<file path="config.mk">
export PLATFORM = sky130hd
export DESIGN_NAME = mc_ctrl_seq
export DESIGN_NICKNAME = d
export VERILOG_FILES = /design/src/rtl/mc_ctrl_seq.sv
export SDC_FILE = /design/constraint.sdc
export NUM_CORES = 1
export LEC_CHECK = 0
export BUFFER_PORTS_ARGS = -buffer_cell sky130_fd_sc_hd__buf_2
export CORE_AREA = 5 5 42 44
export DETAILED_ROUTE_END_ITERATION = 16
export DIE_AREA = 0 0 47 49
export PLACE_DENSITY = 0.57
export SKIP_LAST_GASP = 1
export SLEW_MARGIN = 10
export SYNTH_ARGS = -nofsm -noshare
export SYNTH_HDL_FRONTEND = slang
export SYNTH_SLANG_ARGS = --single-unit
</file>
<file path="constraint.sdc">
create_clock -name clk -period 1.51 [get_ports clk]
set_clock_uncertainty 0.1 [all_clocks]
set_input_delay 0.0755 -clock clk [delete_from_list [all_inputs] [get_ports clk]]
set_output_delay 0.0755 -clock clk [all_outputs]
set_load 0.01 [all_outputs]
</file>
<file path="src/rtl/mc_ctrl_seq.sv">
module mc_ctrl_seq #(
  parameter int OPW = 6,
  parameter int FNW = 6,
  parameter logic [OPW-1:0] OP_RTYPE = 6'b000000,
  parameter logic [OPW-1:0] OP_LOAD  = 6'b100011,
  parameter logic [OPW-1:0] OP_STORE = 6'b101011,
  parameter logic [FNW-1:0] FN_ADD   = 6'b100000,
  parameter logic [FNW-1:0] FN_SUB   = 6'b100010,
  parameter logic [FNW-1:0] FN_AND   = 6'b100100,
  parameter logic [FNW-1:0] FN_OR    = 6'b100101
) (
  input  logic           clk,
  input  logic           rst,
  input  logic [OPW-1:0] op_code,
  input  logic [FNW-1:0] fn_code,
  output logic           mem_rd,
  output logic           mem_wr,
  output logic           ir_en,
  output logic           pc_en,
  output logic           ab_load,
  output logic           out_load,
  output logic           rf_we,
  output logic           dst_sel_rd,
  output logic           wb_sel_mdr,
  output logic           srca_sel_a,
  output logic [1:0]     srcb_sel,
  output logic [1:0]     alu_op
);

  typedef enum logic [2:0] {PH_IF, PH_ID, PH_EX, PH_MEM, PH_WB} phase_t;

  phase_t     ph, ph_nxt;
  logic       is_r, is_ld, is_st, fn_ok, r_ok, mref;
  logic [1:0] r_alu;

  always_ff @(posedge clk) begin
    if (rst) ph <= PH_IF;
    else     ph <= ph_nxt;
  end

  always_comb begin
    case (ph)
      PH_IF:   ph_nxt = PH_ID;
      PH_ID:   ph_nxt = PH_EX;
      PH_EX:   ph_nxt = PH_MEM;
      PH_MEM:  ph_nxt = PH_WB;
      default: ph_nxt = PH_IF;
    endcase
  end

  assign is_r  = (op_code == OP_RTYPE);
  assign is_ld = (op_code == OP_LOAD);
  assign is_st = (op_code == OP_STORE);
  assign mref  = is_ld | is_st;

  always_comb begin
    fn_ok = 1'b1;
    case (fn_code)
      FN_ADD:  r_alu = 2'b00;
      FN_SUB:  r_alu = 2'b01;
      FN_AND:  r_alu = 2'b10;
      FN_OR:   r_alu = 2'b11;
      default: begin r_alu = 2'b00; fn_ok = 1'b0; end
    endcase
  end

  assign r_ok = is_r & fn_ok;

  wire in_if  = (ph == PH_IF);
  wire in_ex  = (ph == PH_EX);
  wire in_mem = (ph == PH_MEM);
  wire in_wb  = (ph == PH_WB);

  assign mem_rd     = in_if | (in_mem & is_ld);
  assign mem_wr     = in_mem & is_st;
  assign ir_en      = in_if;
  assign pc_en      = in_if;
  assign ab_load    = (ph == PH_ID);
  assign out_load   = in_ex & (r_ok | mref);
  assign rf_we      = (in_mem & r_ok) | (in_wb & is_ld);
  assign dst_sel_rd = in_mem & r_ok;
  assign wb_sel_mdr = in_wb & is_ld;
  assign srca_sel_a = in_ex & (r_ok | mref);
  assign srcb_sel   = !in_ex ? 2'b00 : r_ok ? 2'b01 : mref ? 2'b10 : 2'b00;
  assign alu_op     = (in_ex & r_ok) ? r_alu : 2'b00;

  assert_mem_exclusive_R12: assert property (@(posedge clk) disable iff (rst)
    !(mem_rd && mem_wr) && !(rf_we && mem_wr));

  assert_decode_after_fetch_R2: assert property (@(posedge clk) disable iff (rst)
    ir_en |=> (ab_load && !ir_en && !mem_rd));

  assert_fetch_operands_R3: assert property (@(posedge clk) disable iff (rst)
    ir_en |-> (pc_en && mem_rd && !srca_sel_a && srcb_sel == 2'b00 && alu_op == 2'b00));

  assert_exec_then_quiet_alu_R6: assert property (@(posedge clk) disable iff (rst)
    out_load |=> (!out_load && !ab_load && !ir_en && !srca_sel_a));

  assert_store_idle_wb_R10: assert property (@(posedge clk) disable iff (rst)
    mem_wr |=> (!rf_we && !mem_rd && !mem_wr && !ir_en));

  assert_load_wb_follows_read_R9: assert property (@(posedge clk) disable iff (rst)
    (rf_we && wb_sel_mdr) |-> ($past(mem_rd) && !$past(ir_en) && !dst_sel_rd));

endmodule

</file>
; ---- After elaboration in Yosys (flattened, before gate mapping)
; Index checks and enable logic that the tools add are counted.
; Widths: inputs -> output; s select.
[word_totals]
reg_bits = 3
in_bits = 14
output_inout_bits = 14
word_cells = 32
[op_classes]
n_eq_ne = 10
muxes = 7
bitwise = 11
n_reduce_logical = 3
[op_table]
columns = operator, count
row1 = $eq 6x6->1 const B, 6
row2 = $pmux 3 s4, 1
row3 = $mux 2, 4
row4 = $and 1x1->1, 7
row5 = $eq 3x2->1 const B, 2
row6 = $logic_not 6->1, 1
row7 = $pmux 2 s3, 1
row8 = $or 1x1->1, 4
row9 = $reduce_or 4->1, 1
row10 = $eq 3x1->1 const B, 1
row11 = $eq 3x3->1 const B, 1
row12 = $logic_not 3->1, 1
row13 = $mux 1, 1

; ---- Logic depth before layout (Yosys ltp)
[logic_depth]
word_depth = 6
ltp_mapped = 4
ltp_nobuf = 3

; ---- Worst setup path before layout
; No wires, ideal clock.
[synth_path]
path_type = register -> output
from = register ph[1]
to = output port rf_we
arrival_ns = 1.081
t_required_ns = 1.334
setup_slack_ns = 0.254
stages_incl_launch_ff = 5
n_path_buf = 1
path_cell_list = dfxtp_1 > clkbuf_2 > nor4b_1 > and3_1 > o21bai_1
[synth_via]
elab_chain_len = 3
word_cells_on_any_way = 5
cone_classes = eq/ne (2) / bitwise (3)
[synth_lines]
columns = element, line
row1 = start: declaration, 32  ; phase_t ph, ph_nxt;
row2 = start signal: assignment, 38  ; else ph <= ph_nxt;
row3 = $eq 3x3->1, 72  ; wire in_wb = (ph == PH_WB);
row4 = $and 1x1->1, --
row5 = via wb_sel_mdr, 24  ; output logic wb_sel_mdr,
row6 = $or 1x1->1, 80  ; assign rf_we = (in_mem & r_ok) | (in_wb & is_ld);
row7 = end: declaration, 22  ; output logic rf_we,
; The timed path passes the listed nets, and every way through them passes these cells.

; ---- Worst setup path after layout
[layout_path]
from = register ph[0]
to = output port rf_we
[layout_via]
elab_chain_len = 3
word_cells_on_any_way = 5
cone_classes = eq/ne (2) / bitwise (3)
[layout_lines]
columns = element, line
row1 = $eq 3x2->1 or $eq 3x3->1 (tied branches), "71, 72"
row2 = $and 1x1->1, 80
row3 = $or 1x1->1 (*), 80
; Every way passes the cells marked *; elsewhere a longest branch is shown, timed or not.

==> metrics <==
gpl congestion 0.6076; CP Launch Type register; num rows 14; Setup CP Type reg2out; Sink Count 3; Crit. End Element output pin; antenna fix cells 0; Worst Path Max Fanout 7; minimum clock period 1.444 ns; pwr dens 695.3 nW/um^2; Slowest-stage cell, CP dfxtp_2; Yosys reg bits 3; die area 2303 um^2; RSZ-0062 raised after global routing true; number of CTS-inserted buffers 3; final worst slack 0.06636 ns; Routed WL 891 um; Worst-Margin Slew 0.3357 ns; CTS root buf clkbuf_4; vias per cell 4.581; largest net degree at the start of global routing 8; Worst path top cell family by delay simple AND/OR/NAND/NOR gates; starting density of the core 21.79%; antenna viol nets, final 0; H-tree levels 1; DIE HEIGHT 49 um; io pins 28; Pre-Repair DR Iteration Count 2; placed inst area 440.4 um^2; max reg flops 3; Max Clock Freq 0.6927 GHz; CP Data Required Time 1.33 ns; Final TNS setup 0 ns; DRC Markers 0; Buf/Inv on CP 1; via count 394; overall power 0.3401 mW; fillers 167; Area Overhead vs Synth 60.25%; post-synth net total 55; worst path cell trace nor4b_2, and3_1, o21bai_1, buf_2; Reg area 66.31 um^2; Top Usage Layer GRT met2; Top reg by flops ph; Area contributors post-synth dfxtp_1 20%, nor2_1 7.4%, nor3b_1 7.4%; Worst Path Arrival 1.27 ns; Syn Inst Count 41; Overflow after GRT 0; Mapped Area 305.3 um^2; clock-pin slew on the worst setup and hold paths 0.03 ns; IO buf count 27; final setup fails 0; Post-Route Utilization 34.91%; Slew Limit Fails 0; register area share after synthesis 19.67%; CP peak stage delay 0.34 ns; post-synth top area cell dfxtp_1; WL per Instance 10.36 um; antenna violations before repair 0; Hold Vio Cnt, Final 0; Die X 47 um; Slew headroom 77.57%; hpwl dp 722.4 um; fin crit share 95.61%; Worst IR Drop VDD 0.0002619 V; clock latency on the worst-skew pair 0.24 ns; met3 Use GR 3.321%; largest registers ph x3; drt initial violations 1; area taken by multi-input logic gates 220.2 um^2; routing usage on met2 11.76%; grt met1 use 8.952%; Final Cell Area 489.2 um^2; Unique masters post-synth 23; yosys warns 0; Total GRT Usage 8.644%; first-pass GRT wire length 1373 um; Max-Cap Viols 0; postcts setup bufs 0; fin nets 85; LEAKAGE 0.2420 nW; Hold Path Class in2out; CTS tree built; status complete, no violations; vias in the first global route 339; area of the core 1401 um^2; layout cells sized above 1 54.29%; CTS Buffer Depth 2; average size of a mapped cell 7.446 um^2; DP Worst Slack 0.2191 ns; Synth top area share 19.67%
==> layout make-up <==
class / count / share of cell area (%)
clock buffers: 4 / 5.371
flip-flops and latches: 3 / 13.55
multi-input cells: 32 / 45.01
repair buffers: 28 / 29.67
well taps: 16 / 4.092
inverters: 3 / 2.302
==> cells in the mapped netlist <==
cell / count
buf_4: 2
nor4_4: 1
o31ai_1: 1
nor3b_1: 3
nor2b_1: 1
a21oi_1: 2
nand2_1: 3
nor2_1: 6
nor3_1: 4
dfxtp_1: 3
nor4_2: 1
inv_1: 3
nand3b_1: 1
mux2i_1: 1
and3_1: 1
xnor2_1: 1
nand3_1: 1
and3_2: 1
clkbuf_2: 1
o21bai_1: 1
nor4b_1: 1
or3_1: 1
nand4_2: 1
==> per-layer routing <==
| layer | vias up | share of wire (%) |
|---|---|---|
| met1 | 166 | 36 |
| met4 | 0 | 4.0 |
| met3 | 4 | 14 |
| met5 | - | 0 |
| met2 | 21 | 46 |
| li1 | 203 | - |
==> kinds of logic after synthesis <==
family                    share of synthesized area [%]
DFF                                               19.67
AOI/OAI and AO/OA                                 8.199
buffers and inverters                             10.24
muxes                                             3.279
and+or+nand+nor                                   55.74
xor gates and xnor gates                          2.869
==> cells in the final DEF, fill, tap and decap left out, drive strengths merged <==
| master | instances |
|---|---|
| nor3 | 4 |
| nor2 | 6 |
| o21bai | 1 |
| nor3b | 3 |
| and3 | 2 |
| buf | 27 |
| inv | 3 |
| nor2b | 1 |
| dfxtp | 3 |
| dlygate4sd3 | 1 |
| o31ai | 1 |
| nand3 | 1 |
| nor4 | 2 |
| xnor2 | 1 |
| nand2 | 3 |
| nand3b | 1 |
| a21oi | 2 |
| or3 | 1 |
| mux2i | 1 |
| nor4b | 1 |
| nand4 | 1 |
| clkbuf | 4 |
==> repair_timing <==
item	in CTS	in global routing
pin swaps	0	2
endpoints found under the setup margin	1	3
gates resized for setup	2	3
hold buffers	1	0
hold endpoints to repair	3	0
==> worst register-to-register path: stages (launching register included) <==
cell      delay [ns]
dfxtp_2         0.34
nand3b_1        0.24
nor2_1          0.12
==> worst paths after layout <==
| check | depth (start not counted) | slack [ns] | start | to |
|---|---|---|---|---|
| setup / recovery | 4 | 0.07 | ph[0] | rf_we |
| hold / removal | 3 | 0.34 | fn_code[1] | alu_op[1] |
| hold reg to reg | 1 | 0.37 | ph[2] | ph[0] |
| setup reg to reg | 2 | 0.65 | ph[2] | ph[2] |
==> report_power, final <==
group / internal [mW] / switching, mW
registers: 0.0883 / 0.0128
logic: 0.0457 / 0.0478
clock network: 0.0993 / 0.0463
==> stage by stage <==
| step | hold slack, ns | cells |
|---|---|---|
| after floorplan | 0.04658 | 41 |
| after global placement | 0.1683 | 81 |
| after detailed placement | 0.1749 | 81 |
| after CTS | 0.3410 | 86 |
| after global routing | 0.3539 | 86 |
| final | 0.3375 | 86 |
Note: power is estimated with default switching activity, not from simulation.
